## src/rtl/cfg_space_pkg.sv

```systemverilog
package cfg_space_pkg;
  localparam int unsigned DW_BITS  = 32;
  localparam int unsigned ERR_BITS = 5;

  localparam int unsigned IDX_IDENT   = 0;
  localparam int unsigned IDX_CMDSTAT = 1;
  localparam int unsigned IDX_CLASS   = 2;
  localparam int unsigned IDX_MEMWIN  = 4;
  localparam int unsigned IDX_IOWIN   = 5;
  localparam int unsigned IDX_ROMWIN  = 12;

  function automatic logic [DW_BITS-1:0] byte_mask(input logic [3:0] be);
    logic [DW_BITS-1:0] m;
    for (int b = 0; b < 4; b++) m[b*8 +: 8] = {8{be[b]}};
    return m;
  endfunction
endpackage

```

## src/rtl/cfg_bar_reg.sv

```systemverilog
module cfg_bar_reg
  import cfg_space_pkg::*;
#(
  parameter int unsigned        SIZE_LOG2 = 12,
  parameter logic [DW_BITS-1:0] TAG       = '0,
  parameter bit                 HAS_EN    = 1'b0
) (
  input  logic               clk,
  input  logic               rst,
  input  logic               wr_sel,
  input  logic [DW_BITS-1:0] wdata,
  input  logic [3:0]         be,
  output logic [DW_BITS-1:0] value
);
  localparam logic [DW_BITS-1:0] HI_MASK = ~((DW_BITS'(1) << SIZE_LOG2) - DW_BITS'(1));
  localparam logic [DW_BITS-1:0] RW_MASK = HI_MASK | {{(DW_BITS-1){1'b0}}, HAS_EN};

  logic [DW_BITS-1:0] q;
  logic [DW_BITS-1:0] wmask;

  assign wmask = byte_mask(be) & RW_MASK;

  always_ff @(posedge clk) begin
    if (rst) q <= '0;
    else if (wr_sel) q <= (q & ~wmask) | (wdata & wmask);
  end

  assign value = (q & RW_MASK) | TAG;
endmodule

```

## src/rtl/cfg_cmd_status.sv

```systemverilog
module cfg_cmd_status
  import cfg_space_pkg::*;
#(
  parameter logic [15:0] CMD_MASK = 16'h0547
) (
  input  logic                clk,
  input  logic                rst,
  input  logic                wr_sel,
  input  logic [15:0]         cmd_wdata,
  input  logic [1:0]          cmd_be,
  input  logic [ERR_BITS-1:0] clr_wdata,
  input  logic                clr_be,
  input  logic [ERR_BITS-1:0] err_evt,
  output logic [15:0]         cmd,
  output logic [ERR_BITS-1:0] err
);
  logic [15:0]         cmd_wmask;
  logic [ERR_BITS-1:0] clr_bits;

  always_comb begin
    for (int b = 0; b < 2; b++) cmd_wmask[b*8 +: 8] = {8{cmd_be[b]}};
    cmd_wmask = cmd_wmask & CMD_MASK;
  end

  assign clr_bits = (wr_sel && clr_be) ? clr_wdata : '0;

  always_ff @(posedge clk) begin
    if (rst) begin
      cmd <= '0;
      err <= '0;
    end else begin
      if (wr_sel) cmd <= (cmd & ~cmd_wmask) | (cmd_wdata & cmd_wmask);
      err <= (err & ~clr_bits) | err_evt;
    end
  end
endmodule

```

## src/rtl/cfg_read_mux.sv

```systemverilog
module cfg_read_mux
  import cfg_space_pkg::*;
#(
  parameter logic [15:0] VENDOR_ID  = 16'h1A2B,
  parameter logic [15:0] DEVICE_ID  = 16'h0C3D,
  parameter logic [15:0] CLASS_CODE = 16'h0780,
  parameter logic [15:0] VENDOR_DEF = 16'h0005,
  parameter int unsigned IDX_W      = 6
) (
  input  logic [IDX_W-1:0]    idx,
  input  logic                present,
  input  logic [15:0]         cmd,
  input  logic [ERR_BITS-1:0] err,
  input  logic [DW_BITS-1:0]  mem_win,
  input  logic [DW_BITS-1:0]  io_win,
  input  logic [DW_BITS-1:0]  rom_win,
  output logic [DW_BITS-1:0]  data
);
  always_comb begin
    data = '0;
    if (!present) begin
      data = '1;
    end else begin
      case (int'(idx))
        IDX_IDENT:   data = {DEVICE_ID, VENDOR_ID};
        IDX_CMDSTAT: data = {err, {(16-ERR_BITS){1'b0}}, cmd};
        IDX_CLASS:   data = {CLASS_CODE, VENDOR_DEF};
        IDX_MEMWIN:  data = mem_win;
        IDX_IOWIN:   data = io_win;
        IDX_ROMWIN:  data = rom_win;
        default:     data = '0;
      endcase
    end
  end
endmodule

```

## src/rtl/cfg_space_regs.sv

```systemverilog
module cfg_space_regs
  import cfg_space_pkg::*;
#(
  parameter logic [15:0] VENDOR_ID  = 16'h1A2B,
  parameter logic [15:0] DEVICE_ID  = 16'h0C3D,
  parameter logic [15:0] CLASS_CODE = 16'h0780,
  parameter logic [15:0] VENDOR_DEF = 16'h0005,
  parameter logic [15:0] CMD_MASK   = 16'h0547,
  parameter int unsigned MEM_LOG2   = 12,
  parameter int unsigned IO_LOG2    = 8,
  parameter int unsigned ROM_LOG2   = 16,
  parameter int unsigned DW_COUNT   = 64,
  localparam int unsigned IDX_W     = $clog2(DW_COUNT)
) (
  input  logic                clk,
  input  logic                rst,
  input  logic                present_i,
  input  logic                rd_en_i,
  input  logic                wr_en_i,
  input  logic [IDX_W-1:0]    idx_i,
  input  logic [DW_BITS-1:0]  wr_data_i,
  input  logic [3:0]          wr_be_i,
  input  logic [ERR_BITS-1:0] err_evt_i,
  output logic                rd_valid_o,
  output logic [DW_BITS-1:0]  rd_data_o
);
  logic                wr_ok;
  logic [15:0]         cmd_q;
  logic [ERR_BITS-1:0] err_q;
  logic [DW_BITS-1:0]  mem_win, io_win, rom_win, rd_next;

  assign wr_ok = wr_en_i && present_i;

  cfg_cmd_status #(.CMD_MASK(CMD_MASK)) cmd_stat_i (
    .clk(clk), .rst(rst),
    .wr_sel(wr_ok && (int'(idx_i) == IDX_CMDSTAT)),
    .cmd_wdata(wr_data_i[15:0]), .cmd_be(wr_be_i[1:0]),
    .clr_wdata(wr_data_i[DW_BITS-1 -: ERR_BITS]), .clr_be(wr_be_i[3]),
    .err_evt(err_evt_i), .cmd(cmd_q), .err(err_q)
  );

  cfg_bar_reg #(.SIZE_LOG2(MEM_LOG2), .TAG('0), .HAS_EN(1'b0)) mem_win_i (
    .clk(clk), .rst(rst), .wr_sel(wr_ok && (int'(idx_i) == IDX_MEMWIN)),
    .wdata(wr_data_i), .be(wr_be_i), .value(mem_win)
  );

  cfg_bar_reg #(.SIZE_LOG2(IO_LOG2), .TAG(32'h1), .HAS_EN(1'b0)) io_win_i (
    .clk(clk), .rst(rst), .wr_sel(wr_ok && (int'(idx_i) == IDX_IOWIN)),
    .wdata(wr_data_i), .be(wr_be_i), .value(io_win)
  );

  cfg_bar_reg #(.SIZE_LOG2(ROM_LOG2), .TAG('0), .HAS_EN(1'b1)) rom_win_i (
    .clk(clk), .rst(rst), .wr_sel(wr_ok && (int'(idx_i) == IDX_ROMWIN)),
    .wdata(wr_data_i), .be(wr_be_i), .value(rom_win)
  );

  cfg_read_mux #(
    .VENDOR_ID(VENDOR_ID), .DEVICE_ID(DEVICE_ID), .CLASS_CODE(CLASS_CODE),
    .VENDOR_DEF(VENDOR_DEF), .IDX_W(IDX_W)
  ) rd_mux_i (
    .idx(idx_i), .present(present_i), .cmd(cmd_q), .err(err_q),
    .mem_win(mem_win), .io_win(io_win), .rom_win(rom_win), .data(rd_next)
  );

  always_ff @(posedge clk) begin
    if (rst) begin
      rd_valid_o <= 1'b0;
      rd_data_o  <= '0;
    end else begin
      rd_valid_o <= rd_en_i;
      if (rd_en_i) rd_data_o <= rd_next;
    end
  end
endmodule

```

## config.mk

```make
export PLATFORM = sky130hd
export DESIGN_NAME = cfg_space_regs
export DESIGN_NICKNAME = d
export VERILOG_FILES = /design/src/rtl/cfg_space_pkg.sv /design/src/rtl/cfg_bar_reg.sv /design/src/rtl/cfg_cmd_status.sv /design/src/rtl/cfg_read_mux.sv /design/src/rtl/cfg_space_regs.sv
export SDC_FILE = /design/constraint.sdc
export NUM_CORES = 1
export LEC_CHECK = 0
export BUFFER_PORTS_ARGS = -buffer_cell sky130_fd_sc_hd__buf_2
export CAP_MARGIN = 20
export CORE_UTILIZATION = 59
export DETAILED_ROUTE_END_ITERATION = 8
export GPL_TIMING_DRIVEN = 1
export PLACE_DENSITY_LB_ADDON = 0.05
export SETUP_SLACK_MARGIN = 0.2
export SLEW_MARGIN = 20
export SYNTH_ARGS = -nofsm -noshare
export SYNTH_HDL_FRONTEND = slang
export SYNTH_SLANG_ARGS = --single-unit
```

## constraint.sdc

```tcl
create_clock -name clk -period 2.8 [get_ports clk]
set_input_delay 0.56 -clock clk [delete_from_list [all_inputs] [get_ports clk]]
set_output_delay 0.56 -clock clk [all_outputs]
set_load 0.03 [all_outputs]
```

==> metrics <==
Slew Limit Fails 0; Worst Setup End Kind flip-flop; Worst Hold Class input port to flip-flop; count of cell types in the netlist 42; root buf cell clkbuf_8; area of the die 7700 um^2; Worst-Skew Late Latency 0.36 ns; Layout area overhead 14.8%; Crit Path Category input port to flip-flop; shortest period the worst path allows 2.05 ns; post-synthesis adder-cell area fraction 0%; Cell Count, Final, Fillers Out 681; largest net degree at the start of global routing 64; gpl congestion 0.866; Routed Antenna Nets 0; H-tree depth 3; WP data required 3.08 ns; Setup TNS 0 ns; XOR/XNOR Fraction of Synth Area 0%; mux cell area share after synthesis 5.34%; startpoint class of the critical path input port; initial core utilization 62.5%; RSZ-0062 raised after global routing false; synthesized cell area 4340 um^2; #FFs+latches synth 103; Cell Rows 30; DRC viols 0; max-cap viol count 0; largest family of logic cells by synthesized area simple AND/OR/NAND/NOR gates; Clock Tree Buf Depth 2; Max Freq 0.487 GHz; vias in the first global route 3683; design area 4980 um^2; CP bufs+invs 2; maximum VDD drop 0.000298 V; Die W 87.7 um; Final Cycle Share 73.4%; number of flops mapped to enable cells by yosys 0; global-route wire length before repair 17700 um; Post-CTS Resized 0; Tightest Pin Transition 0.842 ns; Final Hold Fails 0; number of diodes 0; Avg Inst Size Synth 8.42 um^2; grt ovf 0; GRT Util Overall 29.9%; status completed; Max Clock Skew 0.0102 ns; total power 2750 uW; ys async rst share 0%; final wirelength 11000 um; critical path's top delay family simple AND/OR/NAND/NOR gates; Critical Path Max Stage Delay 0.48 ns; initial antenna violation count 0; setup violators final 0; post-synthesis compound-gate area fraction 17.6%; cell count after placement 665; Gate Count Post-Synth 515; # port buffers 80; Num CTS Buffers 9; DR vias 3990; Post-CTS Setup Bufs 0; Final HPWL DP 7310 um; Worst path slowest cell and2_1; Post-Synth Simple-Gate Area 24.3%; drt pass-1 iters 5; pwr dens 552 nW/um^2; Core Area 6940 um^2; Yosys warnings 0; share of post-route cells with drive strength above 1 20.9%; Worst Path Max Fanout 16; Die Y 87.7 um; nets 632; Worst-path clk slew 0.10 ns; final core utilization 71.7%; Slew headroom 43.7%; io pins 85; clock sink count 103; TritonCTS clock tree yes; syn nets 567; Vias/cell 5.86; Post-DP Area 4790 um^2; crit-path cells buf_2 -> nor4b_2 -> and2_1 -> buf_4 -> a221oi_1 -> a211oi_1; initial drt markers 316; hold buffers post-CTS 0; Synth Flop Type dfxtp_1; DR WL/cell 16.1 um; post-synthesis sequential area ratio 47.5%; CP arrival 2.33 ns; Leakage Power 0.00201 uW
report_power, final:
| part | internal (uW) | leakage (uW) | switching (uW) |
|---|---|---|---|
| registers | 1500 | 0.000839 | 18.0 |
| clock network | 439 | 0.0000936 | 493 |
| logic | 95.5 | 0.00108 | 207 |
per-layer routing:
layer  GRT usage [%]  vias up  share of wire, %
met5               0        -                 0
met1            40.1     1874                45
li1                -     1941                 -
met2            48.6      155                46
met3            4.15       20               7.0
met4            12.2        0               1.8
path summary, 6_finish.rpt:
check                                   from                 to  slack, ns  depth (start not counted)
worst max-delay path                idx_i[2]      rd_data_o[22]       0.75                          6
worst min-delay path            err_evt_i[2]  cmd_stat_i.err[2]       0.42                          3
worst max register to register     flip-flop      rd_data_o[24]       1.57                          3
worst min register to register     flip-flop          flip-flop       0.46                          2
layout by cell type (no fill, tap or decap), drive strengths merged, types with 2 or more instances in the layout:
cell     count
dfxtp      103
buf         98
a21oi       65
nand3       55
nand2       53
nor2        50
mux2i       22
nor3        22
o21ai       19
a211oi      13
a221oi      13
clkbuf      13
and3         9
nor2b        8
inv          6
a22oi        5
a2111oi      5
and2         4
nand3b       4
nand2b       2
or2          2
o21a         2
nor4b        2
cells in the mapped netlist, types with 2 or more instances:
| master | number | share of area (%) |
|---|---|---|
| a21oi_1 | 65 | 7.5 |
| dfxtp_1 | 103 | 48 |
| nor3_1 | 20 | 2.3 |
| a22oi_1 | 5 | 0.87 |
| nor2b_1 | 8 | 1.2 |
| o21ai_0 | 7 | 0.81 |
| nand3_1 | 55 | 6.3 |
| nand2b_1 | 2 | 0.29 |
| o21ai_1 | 11 | 1.3 |
| mux2i_1 | 22 | 5.1 |
| clkbuf_1 | 22 | 1.9 |
| nand2_1 | 53 | 4.6 |
| nand3b_1 | 4 | 0.69 |
| a221oi_1 | 12 | 2.4 |
| a2111oi_0 | 3 | 0.61 |
| inv_1 | 6 | 0.52 |
| buf_2 | 16 | 1.8 |
| or2_1 | 2 | 0.29 |
| and3_1 | 9 | 1.3 |
| nor2_1 | 49 | 4.2 |
| and2_1 | 4 | 0.58 |
| o21a_1 | 2 | 0.35 |
| buf_4 | 3 | 0.52 |
| a211oi_1 | 13 | 2.2 |
| buf_1 | 2 | 0.17 |
cells by family after synthesis:
group                  after synthesis
AOI/OAI and AO/OA                  124
buffers and inverters               50
and+or+nand+nor                    215
muxes                               23
DFF                                103
layout make-up:
cell class                 count  area, um^2
sequential                   103        2060
inverter                       6        22.5
clock inverter                 3        42.5
timing repair buffer          98         536
fill                         586        1960
clock buffer                  13         149
multi-input combinational    362        2050
tap                           96         120
through the flow:
stage	setup WS, ns	hold WS [ns]
after floorplan	0.963	0.432
after global placement	0.468	0.442
after detailed placement	0.421	0.447
after CTS	0.781	0.417
after global routing	0.622	0.426
final	0.746	0.420
tightest hold or removal path, delay by kind of cell:
family          cells  cell delay, ns
buf+inv             2            0.13
compound gates      1            0.05
(Power assumes the default switching activity.)
